File: src/rtl/dv_align_pkg.sv
package dv_align_pkg;
  localparam int unsigned COPIES = 3;

  function automatic logic maj3(input logic a, input logic b, input logic c);
    return (a & b) | (a & c) | (b & c);
  endfunction
endpackage

File: src/rtl/tmr_vote.sv
module tmr_vote
  import dv_align_pkg::*;
#(
  parameter int unsigned W = 8
) (
  input  logic [W-1:0] a_i,
  input  logic [W-1:0] b_i,
  input  logic [W-1:0] c_i,
  output logic [W-1:0] maj_o,
  output logic [W-1:0] diff_o
);
  for (genvar b = 0; b < W; b++) begin : g_bit
    assign maj_o[b]  = maj3(a_i[b], b_i[b], c_i[b]);
    assign diff_o[b] = (a_i[b] ^ b_i[b]) | (a_i[b] ^ c_i[b]);
  end
endmodule

File: src/rtl/dv_copy.sv
module dv_copy #(
  parameter int unsigned DEPTH = 8
) (
  input  logic             clk_i,
  input  logic             rst_ni,
  input  logic [DEPTH-1:0] line_d_i,
  output logic [DEPTH-1:0] line_q_o
);
  logic [DEPTH-1:0] line_q;

  always_ff @(posedge clk_i or negedge rst_ni) begin
    if (!rst_ni) line_q <= '0;
    else         line_q <= line_d_i;
  end

  assign line_q_o = line_q;
endmodule

File: src/rtl/word_pipe.sv
module word_pipe #(
  parameter int unsigned DEPTH = 8,
  parameter int unsigned W     = 8
) (
  input  logic         clk_i,
  input  logic         rst_ni,
  input  logic [W-1:0] word_i,
  output logic [W-1:0] word_o
);
  logic [W-1:0] stage_q [DEPTH];

  always_ff @(posedge clk_i or negedge rst_ni) begin
    if (!rst_ni) begin
      for (int k = 0; k < DEPTH; k++) stage_q[k] <= '0;
    end else begin
      stage_q[0] <= word_i;
      for (int k = 1; k < DEPTH; k++) stage_q[k] <= stage_q[k-1];
    end
  end

  assign word_o = stage_q[DEPTH-1];
endmodule

File: src/rtl/frame_gap.sv
module frame_gap #(
  parameter int unsigned FRAME_MAX = 16
) (
  input  logic clk_i,
  input  logic rst_ni,
  input  logic raw_i,
  output logic pass_o
);
  localparam int unsigned CW = $clog2(FRAME_MAX + 1);

  logic [CW-1:0] run_q;
  logic          at_cap;

  // run_q counts earlier consecutive high outputs
  assign at_cap = (run_q == CW'(FRAME_MAX));
  assign pass_o = raw_i & ~at_cap;

  always_ff @(posedge clk_i or negedge rst_ni) begin
    if (!rst_ni)               run_q <= '0;
    else if (!raw_i || at_cap) run_q <= '0;
    else                       run_q <= run_q + CW'(1);
  end

  assert_gap_after_cap_R5: assert property (@(posedge clk_i) disable iff (!rst_ni)
    (pass_o && run_q == CW'(FRAME_MAX - 1)) |=> !pass_o);

  assert_run_bound_R5: assert property (@(posedge clk_i) disable iff (!rst_ni)
    run_q <= CW'(FRAME_MAX));
endmodule

File: src/rtl/dv_align_tmr.sv
module dv_align_tmr
  import dv_align_pkg::*;
#(
  parameter int unsigned DEPTH     = 8,
  parameter int unsigned DATA_W    = 8,
  parameter int unsigned FRAME_MAX = 16
) (
  input  logic              clk_i,
  input  logic              rst_ni,
  input  logic              dv_i,
  input  logic [DATA_W-1:0] data_i,
  output logic              dv_o,
  output logic [DATA_W-1:0] data_o,
  output logic              seu_o
);
  localparam int unsigned CNT_W = $clog2(DEPTH + 1);

  logic [DEPTH-1:0]  line_q [COPIES];
  logic [DEPTH-1:0]  voted;
  logic [DEPTH-1:0]  diff;
  logic [DEPTH-1:0]  line_d;
  logic [DATA_W-1:0] word_late;
  logic              dv_pass;
  logic              seu_q;

  for (genvar i = 0; i < COPIES; i++) begin : g_rep
    dv_copy #(.DEPTH(DEPTH)) u_copy (
      .clk_i    (clk_i),
      .rst_ni   (rst_ni),
      .line_d_i (line_d),
      .line_q_o (line_q[i])
    );
  end

  tmr_vote #(.W(DEPTH)) u_vote (
    .a_i    (line_q[0]),
    .b_i    (line_q[1]),
    .c_i    (line_q[2]),
    .maj_o  (voted),
    .diff_o (diff)
  );

  // voted value shifts into all copies: scrub on every edge
  if (DEPTH > 1) begin : g_deep
    assign line_d = {voted[DEPTH-2:0], dv_i};
  end else begin : g_flat
    assign line_d = dv_i;
  end

  always_ff @(posedge clk_i or negedge rst_ni) begin
    if (!rst_ni) seu_q <= 1'b0;
    else         seu_q <= |diff;
  end

  word_pipe #(.DEPTH(DEPTH), .W(DATA_W)) u_word (
    .clk_i  (clk_i),
    .rst_ni (rst_ni),
    .word_i (data_i),
    .word_o (word_late)
  );

  frame_gap #(.FRAME_MAX(FRAME_MAX)) u_gap (
    .clk_i  (clk_i),
    .rst_ni (rst_ni),
    .raw_i  (voted[DEPTH-1]),
    .pass_o (dv_pass)
  );

  assign dv_o   = dv_pass;
  assign data_o = dv_pass ? word_late : '0;
  assign seu_o  = seu_q;

  // cycles since reset release, saturating at DEPTH
  logic [CNT_W-1:0] since_q;
  always_ff @(posedge clk_i or negedge rst_ni) begin
    if (!rst_ni)                    since_q <= '0;
    else if (since_q != CNT_W'(DEPTH)) since_q <= since_q + CNT_W'(1);
  end

  assert_quiet_after_reset_R7: assert property (@(posedge clk_i) disable iff (!rst_ni)
    (since_q < CNT_W'(DEPTH)) |-> !dv_o);

  for (genvar k = 1; k < DEPTH; k++) begin : g_chk
    assert_stage_shift_R1: assert property (@(posedge clk_i) disable iff (!rst_ni)
      voted[k] == $past(voted[k-1]));
  end
endmodule

File: config.mk
export PLATFORM = sky130hd
export DESIGN_NAME = dv_align_tmr
export DESIGN_NICKNAME = d
export VERILOG_FILES = /design/src/rtl/dv_align_pkg.sv /design/src/rtl/tmr_vote.sv /design/src/rtl/dv_copy.sv /design/src/rtl/word_pipe.sv /design/src/rtl/frame_gap.sv /design/src/rtl/dv_align_tmr.sv
export SDC_FILE = /design/constraint.sdc
export NUM_CORES = 1
export LEC_CHECK = 0
export BUFFER_PORTS_ARGS = -buffer_cell sky130_fd_sc_hd__buf_2
export CAP_MARGIN = 20
export CORE_MARGIN = 4
export CORE_UTILIZATION = 40
export DETAILED_ROUTE_END_ITERATION = 10
export MAX_ROUTING_LAYER = met4
export PLACE_DENSITY = 0.61
export REMOVE_ABC_BUFFERS = 1
export SLEW_MARGIN = 0
export SYNTH_ARGS = -nofsm -noshare
export SYNTH_HDL_FRONTEND = slang
export SYNTH_SLANG_ARGS = --single-unit
File: constraint.sdc
create_clock -name clk_i -period 1.6 [get_ports clk_i]
set_clock_uncertainty 0.05 [all_clocks]
set_input_delay 0.24 -clock clk_i [delete_from_list [all_inputs] [get_ports clk_i]]
set_output_delay 0.24 -clock clk_i [all_outputs]
set_load 0.03 [all_outputs]
==> metrics.yaml <==
cells_and_area:
  num_antenna_cells: 0
  fin_util_pct: 53.7
  fin_nets: 163
  fin_area_um2: 2750
  drive_above_1_share_pct: 31.0
  finalNonFillerCells: 225
  fillerInstances: 416
  layout_common_cells: "dfrtp_1 (77), clkbuf_8 (10), dlygate4sd3_1 (10)"
  area_delta_synth_final_pct: 30.0
  final_common_cell: "dfrtp_1"
die:
  start_util_pct: 41.4
  die_y_um: 80.7
  die_w_um: 80.7
  core-area_um2: 5110
  pin_count: 21
  dieArea_um2: 6510
  rows: 26
detailed_routing:
  firstDrtPassIters: 4
  top_layer: "met4"
  met1_length_um: 893
  via_per_inst: 4.12
  first_iter_violations: 33
  detail-route-antenna-nets: 0
  route.met3.wl_um: 187
  drc: 0
  dr_total_vias: 928
  wl_met2_um: 1290
  finalWirelength_um: 2420
  wl_per_cell_um: 10.7
grt:
  grt_use_total_pct: 9.83
  antenna_found_initial: 0
  grt_overflow_total: 0
  grt_pass1_vias: 974
  grt_max_degree: 53
  grt_pass1_wl_um: 4320
clock_tree:
  cts.sinks: 77
  htreeDepth: 3
  root_buffer: "clkbuf_8"
  clk_pin_slew_worst_paths_ns: 0.07
  clk_path_buf_depth: 2
  cts_tree: "done"
  cts_made_buffers: 9
  clk_latency_ns: 0.33
hold_path:
  hold_class: "input port to async pin"
pwr:
  total_leakage_power_nw: 1.28
  p_sw_w: 0.000761
  p_clk_share_pct: 41.1
  power.density_nw_per_um2: 1390
  p_int_w: 0.00305
  max-vdd-ir-drop_mv: 0.751
  switching_share_pct: 20.0
  comb_power_share_pct: 4.6
  seqPwrFrac_pct: 54.3
critical_path:
  required_ns: 1.31
  crit_fanout: 10
  rr_startpoint: "u_gap.run_q[0]"
  r2r-end: "u_gap.run_q[3]"
  r2r_slack_ns: 0.24
  critPathKind: "flip-flop to primary output"
  end_kind: "primary output"
  rr_worst_depth: 7
  crit_arrival_ns: 1.62
  cp-start-kind: "flip-flop"
run:
  maxCapViolCount: 0
timing:
  slew_viol_final: 0
  hold_violations: 0
  worst_slack_ns: -0.308
  fin_crit_sh_pct: 119
  max_clock_freq_mhz: 524
  rsz0062_at_grt: "true"
  period_needed_ns: 1.91
  finalSetupViolCount: 9
status:
  violations: "setup timing"
  status: "finished, violations left"
logic_synthesis:
  syn_avg_cell_area_um2: 20.3
  synth-seq-cells: 77
  ys_warn_count: 0
  synth.distinct_cells: 14
  synthCells: 104
  seq_area_frac_synth_pct: 91.2
  synth_area_um2: 2110
placed_design:
  port_buffers: 19
  place_area_um2: 2320
  globalplace.congestion: 0.609
  place_ws_ns: -0.0122
  dp_cells: 195
[state kept, by name, summed over array words and instances (netlist names)]
signal	count
u_word.stage_q	56
g_rep.u_copy.line_q_o	8
u_word.word_o	8
u_gap.run_q	5
[worst max-delay path by stage]
stage	depth (start not counted)	slack, ns	from	endpoint
CTS	7	-0.34	u_gap.run_q[0]	data_o[5]
detailed placement	7	-0.01	u_gap.run_q[0]	data_o[2]
finish	7	-0.31	u_gap.run_q[0]	data_o[2]
floorplan	6	-0.01	u_gap.run_q[0]	data_o[0]
global placement	7	0.06	u_gap.run_q[1]	data_o[4]
global route	7	-0.42	u_gap.run_q[0]	data_o[0]
[through the flow]
stage	hold slack, ns	power (W)	TNS (ns)
2_1_floorplan	-0.106	0.00215	-0.0822
3_3_place_gp	0.106	0.00223	0
3_5_place_dp	0.115	0.00224	-0.0264
4_1_cts	0.290	0.00388	-2.99
5_1_grt	0.306	0.00400	-3.69
6_report	0.298	0.00381	-2.64
[synth_stat cells]
cell type | instances | share of area (%)
o31ai_4 | 1 | 1.0
and2_4 | 1 | 0.41
nand2_1 | 1 | 0.18
inv_4 | 1 | 0.30
nand3_1 | 2 | 0.47
buf_4 | 1 | 0.36
and2_1 | 8 | 2.4
nor2_1 | 4 | 0.71
conb_1 | 1 | 0.18
xnor2_1 | 1 | 0.41
inv_1 | 2 | 0.36
ha_1 | 2 | 1.2
dfrtp_1 | 77 | 91
xor2_1 | 2 | 0.83
[layer usage]
layer / global-route usage, % / up-vias
li1: - / 411
met2: 15.3 / 32
met4: 7.60 / 0
met3: 4.15 / 4
met1: 9.64 / 481
met5: - / -
[worst max-delay path, stage by stage (launching register included)]
cell and delay [ns]:
dfrtp_1 0.38, inv_1 0.06, ha_2 0.17, nand2_2 0.06
o31ai_4 0.23, inv_4 0.08, and2_1 0.18, buf_6 0.14
[what timing repair did]
| item | CTS | global route |
|---|---|---|
| setup endpoints to repair | 9 | 9 |
| pin swaps | 0 | 0 |
| buffers inserted | 4 | 0 |
| endpoints found under the hold margin | 34 | 0 |
| gates resized for setup | 15 | 7 |
| hold buffers | 10 | 0 |
[final cells by class]
cell class / instances / area (um2) / area share (%)
multi-input cells: 23 / 174 / 6.34
inverters: 3 / 13.8 / 0.501
flip-flops and latches: 77 / 1930 / 70.2
clock buffers: 11 / 141 / 5.15
clock inverters: 5 / 82.6 / 3.01
repair buffers: 36 / 319 / 11.6
well taps: 70 / 87.6 / 3.19
[logic make-up (layout without fill, tap and decap cells)]
kind of cell	after synthesis	after routing	synth area share, %
AO/OA/AOI/OAI	1	1	1.01
buffers and inverters	4	55	1.01
AND/OR/NAND/NOR	16	16	4.15
other	1	1	0.178
XOR/XNOR	3	3	1.24
flip-flops	77	77	91.2
adder cells (fa/ha/maj)	2	2	1.18
[power by group through the flow]
| stage | logic (W) | registers, W | clock network [W] |
|---|---|---|---|
| 2_1_floorplan | 0.0000530 | 0.00210 | 0 |
| 3_3_place_gp | 0.000123 | 0.00210 | 0 |
| 3_5_place_dp | 0.000128 | 0.00211 | 0 |
| 4_1_cts | 0.000171 | 0.00207 | 0.00163 |
| 5_1_grt | 0.000196 | 0.00208 | 0.00172 |
| 6_report | 0.000175 | 0.00207 | 0.00157 |
No activity file was read; power rests on OpenSTA's default activity.
